<file path="config.mk">
export PLATFORM = sky130hd
export DESIGN_NAME = gpio_pin_resolver
export DESIGN_NICKNAME = d
export VERILOG_FILES = /design/src/rtl/gpio_res_pkg.sv /design/src/rtl/gpio_res_ctrl.sv /design/src/rtl/gpio_res_dp.sv /design/src/rtl/gpio_pin_resolver.sv
export SDC_FILE = /design/constraint.sdc
export NUM_CORES = 1
export LEC_CHECK = 0
export CORE_AREA = 2 2 498 500
export DETAILED_ROUTE_END_ITERATION = 10
export DIE_AREA = 0 0 500 502
export PLACE_DENSITY = 0.3
export SYNTH_ARGS = -nofsm -noshare
export SYNTH_HDL_FRONTEND = slang
export SYNTH_SLANG_ARGS = --single-unit
</file>
<file path="constraint.sdc">
create_clock -name clk -period 4.2 [get_ports clk]
set_input_delay 0.84 -clock clk [delete_from_list [all_inputs] [get_ports clk]]
set_output_delay 0.84 -clock clk [all_outputs]
set_load 0.05 [all_outputs]
</file>
<file path="src/rtl/gpio_res_pkg.sv">
package gpio_res_pkg;
  // Configuration word field positions
  localparam int DIR_BIT   = 0;
  localparam int DISC_BIT  = 1;
  localparam int PULL_LSB  = 2;
  localparam int DRV_LSB   = 8;
  localparam int SENSE_LSB = 16;
  localparam int MIN_CFG_W = SENSE_LSB + 2;

  localparam logic [1:0] PULL_DOWN  = 2'd1;
  localparam logic [1:0] PULL_UP    = 2'd3;
  localparam logic [1:0] SENSE_HIGH = 2'd2;
  localparam logic [1:0] SENSE_LOW  = 2'd3;

  // Per-pin strobes from the decode stage to the datapath
  typedef struct packed {
    logic drvOk;    // driver engaged by mode and direction
    logic bufOn;    // input buffer connected
    logic pullOn;   // a pull resistor is active
    logic pullLvl;  // level of that pull
    logic senseHi;  // sense on level 1
    logic senseLo;  // sense on level 0
  } pin_strobe_t;
endpackage

</file>
<file path="src/rtl/gpio_res_ctrl.sv">
module gpio_res_ctrl
  import gpio_res_pkg::*;
#(
  parameter int NUM_PINS = 32,
  parameter int CFG_W    = 32
) (
  input  logic [NUM_PINS*CFG_W-1:0]     cfgWords,
  input  logic [NUM_PINS-1:0]           outWord,
  output pin_strobe_t [NUM_PINS-1:0]    strobes
);
  for (genvar p = 0; p < NUM_PINS; p++) begin : g_pin
    logic [CFG_W-1:0] cfg;
    logic [2:0]       drvMode;
    logic [1:0]       pullSel;
    logic [1:0]       senseSel;
    logic             modeOk;

    assign cfg      = cfgWords[p*CFG_W +: CFG_W];
    assign drvMode  = cfg[DRV_LSB +: 3];
    assign pullSel  = cfg[PULL_LSB +: 2];
    assign senseSel = cfg[SENSE_LSB +: 2];

    always_comb begin
      if (!drvMode[2])        modeOk = 1'b1;          // push-pull group
      else if (!drvMode[1])   modeOk = outWord[p];    // drives high only
      else                    modeOk = !outWord[p];   // drives low only
    end

    assign strobes[p].drvOk   = modeOk && cfg[DIR_BIT];
    assign strobes[p].bufOn   = !cfg[DISC_BIT];
    assign strobes[p].pullOn  = (pullSel == PULL_DOWN) || (pullSel == PULL_UP);
    assign strobes[p].pullLvl = (pullSel == PULL_UP);
    assign strobes[p].senseHi = (senseSel == SENSE_HIGH);
    assign strobes[p].senseLo = (senseSel == SENSE_LOW);
  end
endmodule

</file>
<file path="src/rtl/gpio_res_dp.sv">
module gpio_res_dp
  import gpio_res_pkg::*;
#(
  parameter int NUM_PINS = 32
) (
  input  logic                        clk,
  input  logic                        rstN,
  input  pin_strobe_t [NUM_PINS-1:0]  strobes,
  input  logic [NUM_PINS-1:0]         outWord,
  input  logic [NUM_PINS-1:0]         extValid,
  input  logic [NUM_PINS-1:0]         extLevel,
  output logic [NUM_PINS-1:0]         inWord,
  output logic [NUM_PINS-1:0]         drvEn,
  output logic [NUM_PINS-1:0]         drvLevel,
  output logic [NUM_PINS-1:0]         drvChange,
  output logic [NUM_PINS-1:0]         shortFlag,
  output logic                        detect
);
  logic [NUM_PINS-1:0] inNext;
  logic [NUM_PINS-1:0] senseHit;
  logic [NUM_PINS-1:0] prevEn;
  logic [NUM_PINS-1:0] prevLvl;

  always_comb begin
    for (int p = 0; p < NUM_PINS; p++) begin
      pin_strobe_t s;
      logic floatDrive;
      s          = strobes[p];
      floatDrive = s.bufOn && !extValid[p] && !s.drvOk && s.pullOn;

      drvEn[p]    = s.drvOk || floatDrive;
      drvLevel[p] = floatDrive ? s.pullLvl : outWord[p];

      if (!s.bufOn) begin
        if (s.pullOn)          inNext[p] = s.pullLvl;
        else if (extValid[p])  inNext[p] = extLevel[p];
        else                   inNext[p] = inWord[p];
      end else if (extValid[p]) begin
        inNext[p] = extLevel[p];
      end else if (drvEn[p]) begin
        inNext[p] = drvLevel[p];
      end else begin
        inNext[p] = inWord[p];
      end

      shortFlag[p] = s.bufOn && extValid[p] && s.drvOk && (outWord[p] != extLevel[p]);
      senseHit[p]  = s.bufOn && extValid[p] &&
                     ((s.senseHi && extLevel[p]) || (s.senseLo && !extLevel[p]));
    end
  end

  always_ff @(posedge clk or negedge rstN) begin
    if (!rstN) begin
      inWord  <= '0;
      detect  <= 1'b0;
      prevEn  <= '0;
      prevLvl <= '0;
    end else begin
      inWord  <= inNext;
      detect  <= |senseHit;
      prevEn  <= drvEn;
      prevLvl <= drvLevel;
    end
  end

  assign drvChange = (drvEn ^ prevEn) | (drvLevel ^ prevLvl);
endmodule

</file>
<file path="src/rtl/gpio_pin_resolver.sv">
module gpio_pin_resolver
  import gpio_res_pkg::*;
#(
  parameter int NUM_PINS = 32,
  parameter int CFG_W    = 32
) (
  input  logic                        clk,
  input  logic                        rstN,
  input  logic [NUM_PINS*CFG_W-1:0]   cfgWords,
  input  logic [NUM_PINS-1:0]         outWord,
  input  logic [NUM_PINS-1:0]         extValid,
  input  logic [NUM_PINS-1:0]         extLevel,
  output logic [NUM_PINS-1:0]         inWord,
  output logic [NUM_PINS-1:0]         drvEn,
  output logic [NUM_PINS-1:0]         drvLevel,
  output logic [NUM_PINS-1:0]         drvChange,
  output logic [NUM_PINS-1:0]         shortFlag,
  output logic                        detect
);
  pin_strobe_t [NUM_PINS-1:0] strobes;

  gpio_res_ctrl #(.NUM_PINS(NUM_PINS), .CFG_W(CFG_W)) u_ctrl (
    .cfgWords (cfgWords),
    .outWord  (outWord),
    .strobes  (strobes)
  );

  gpio_res_dp #(.NUM_PINS(NUM_PINS)) u_dp (
    .clk       (clk),
    .rstN      (rstN),
    .strobes   (strobes),
    .outWord   (outWord),
    .extValid  (extValid),
    .extLevel  (extLevel),
    .inWord    (inWord),
    .drvEn     (drvEn),
    .drvLevel  (drvLevel),
    .drvChange (drvChange),
    .shortFlag (shortFlag),
    .detect    (detect)
  );
endmodule

</file>
==> impl_metrics.yaml, run 1 <==
run_status:
  status: "completed"
yosys:
  synth_area_per_cell_um2: 8.31
  syn_nets: 2147
  synthMuxAreaShare: 0
  synth_top_family_by_area: "simple AND/OR/NAND/NOR gates"
  synthSimpleGateAreaFrac: 0.289
  synthXorXnorAreaFrac: 0.164
  ys_seq_area_frac: 0.285
  synth_ff_type: "dfrtp_1"
  synth-edff-count: 0
  synth_area_leaders: "dfrtp_1, xnor2_1, xor2_1"
  synth_compound_area_frac: 0.235
  synth_fa_ha_area_frac: 0
  netlist_area_um2: 8520
  yosysUniqueCellTypes: 43
  synthCells: 1025
  synth_seq_cells: 97
  async_reset_ff_frac: 1.00
  synth_warnings: 0
  yosysTopAreaCell: "dfrtp_1"
  synth_top_area_share: 0.285
clocking:
  root_buffer: "clkbuf_16"
  hold_buffers: 0
  cts_tree: "yes"
  ctsResizeCount: 0
  clk_latency_ns: 0.47
  postCtsSetupRepairBufs: 0
  htreeDepth: 3
  cts.sinks: 97
  clk_pin_slew_ns: 0.11
  cts_buffers: 9
  cts_max_path_buffers: 2
floorplanning:
  rows: 182
  die_h_um: 502
  core_um2: 245000
  fp.dieW_um: 500
  start_util: 0.0347
  pin_count: 1283
  dieArea_um2: 251000
drt:
  vias_per_cell: 2.19
  drtPass1Iterations: 5
  dr.first_iter.drc_count: 670
  drc: 0
  final_antenna_net_count: 0
  routedWlPerCell_um: 18.6
  vias: 10500
  wl_mm: 89.5
sta:
  maxSlewHeadroom: 0.273
  max_freq_mhz: 262
  hold_violations: 0
  grt_setup_unrepaired: "false"
  fin_crit_ns: 3.81
  setup_viol: 0
  slew_violations: 0
  clock_skew_ns: 0
  post-route-period-util: 0.908
  worstMarginPinSlew_ns: 1.09
  setup-tns-final_ns: 0
  final.setup.worst_slack_ns: 0.386
critical_path:
  crit_arrival_ns: 2.97
  ff2ff_path_depth: 3
  endpoint_kind: "output port"
  worstReg2RegStart: "u_dp.inWord[31]"
  reg2reg_slack_ns: 3.09
  critPathKind: "input pin to output port"
  start_kind: "input pin"
  required_ns: 3.36
  r2r-end: "u_dp.inWord[31]"
  crit_fanout: 4
place:
  gp_congestion: 0.761
  place_hpwl_mm: 81.1
  post-place-ws_ns: 0.155
  portBuffers: 514
global_route:
  grt_max_degree: 58
  antenna_found_initial: 75
  grt.total_usage: 0.0692
  overflow: 0
  grt_pass1_wl_mm: 111
  grt_pass1_vias: 10200
min_path:
  hold_class: "input pin to asynchronous set/reset pin"
power:
  power_mw: 4.55
  p_per_area_nw_per_um2: 243
  static-leakage-power_nw: 6.06
  ir_drop_v: 0.000239
final_layout:
  final_common_cell: "clkdlybuf4s50_1"
  area_growth_pct: 120
  drive_gt1_frac: 0.127
  num-fill-cells: 28600
  final_nets: 2694
  final_cell_mix: "clkdlybuf4s50_1, nand2_1, xnor2_1, dfrtp_1, buf_4"
run:
  maxCapViolations: 0
-- worst max-delay path by stage --
stage / from / to / slack, ns / depth (start not counted)
6_report: outWord[8] / drvEn[8] / 0.39 / 6
5_1_grt: outWord[9] / shortFlag[9] / 0.17 / 7
4_1_cts: outWord[19] / shortFlag[19] / 0.14 / 7
3_5_place_dp: outWord[19] / shortFlag[19] / 0.15 / 7
3_3_place_gp: outWord[19] / shortFlag[19] / 0.15 / 7
2_1_floorplan: outWord[20] / shortFlag[20] / 0.58 / 3
-- power breakdown --
group,internal (mW),switching (mW)
Combinational,0.980,1.39
Sequential,1.03,0.0642
Clock,0.472,0.621
Total,2.48,2.07
-- through the flow --
| stage | utilization | cells | area (um2) | hold slack (ns) |
|---|---|---|---|---|
| after floorplan | - | 1025 | 8520 | 0.544 |
| after global placement | 0.0752 | 4781 | 18400 | 0.579 |
| after detailed placement | 0.0752 | 4781 | 18400 | 0.590 |
| after CTS | 0.0764 | 4797 | 18700 | 0.386 |
| after global routing | 0.0764 | 4798 | 18700 | 0.397 |
| final | 0.0764 | 4802 | 18700 | 0.373 |
-- synth_stat cells (all sizes together), types with 6 or more instances --
| cell type | count |
|---|---|
| nor4b | 31 |
| xor2 | 62 |
| nand3b | 18 |
| or2 | 6 |
| a32oi | 27 |
| and3 | 6 |
| nor2b | 39 |
| o32ai | 7 |
| o21ai | 49 |
| buf | 7 |
| a21boi | 26 |
| inv | 52 |
| o211ai | 7 |
| nand4 | 8 |
| a21o | 20 |
| xnor2 | 97 |
| or3b | 27 |
| nand3 | 18 |
| o311ai | 26 |
| a31oi | 20 |
| dfrtp | 97 |
| o22ai | 24 |
| nand2b | 8 |
| nor3 | 39 |
| nand4b | 25 |
| a211oi | 11 |
| nor2 | 59 |
| nor3b | 32 |
| o211a | 6 |
| nand2 | 110 |
| a21oi | 40 |
-- sequential cells by signal, indices dropped and copies added (netlist names) --
signal and flops:
u_dp.inWord 32, u_dp.prevEn 32, u_dp.prevLvl 32, u_dp.detect 1
-- cell type report --
class                      count  area [um2]  share of cell area
timing repair buffer         543        5930               0.316
multi-input combinational    869        5860               0.313
tap                         3220        4030               0.215
sequential                    97        2430               0.129
clock buffer                  11         233              0.0124
inverter                      52         195              0.0104
clock inverter                 5        65.1             0.00347
antenna                        5        12.5            0.000667
-- worst max-delay path: stages --
cell and delay (ns):
clkdlybuf4s50_1 0.52, xnor2_1 0.19, a21boi_0 0.36, nor2_1 0.12, inv_1 0.10, clkdlybuf4s50_1 0.83
-- cell families after synthesis --
group | after synthesis
xor gates and xnor gates | 159
DFF | 97
buffers and inverters | 59
and+or+nand+nor | 429
AOI/OAI and AO/OA | 281
-- per-layer routing --
| metal | GRT usage | wire (um) | vias up |
|---|---|---|---|
| met5 | 0 | 249 | - |
| met4 | 0.0143 | 1810 | 36 |
| met3 | 0.0356 | 9470 | 152 |
| met2 | 0.122 | 44700 | 484 |
| met1 | 0.0735 | 33300 | 4932 |
| li1 | - | - | 4921 |
Power figures use the tool's default switching activity.
==> inputs of run 2 (changes only) <==
SLEW_MARGIN = 10   (was unset)
==> results of run 2 <==
The final DEF is identical to that of run 1; final timing and power are the same.
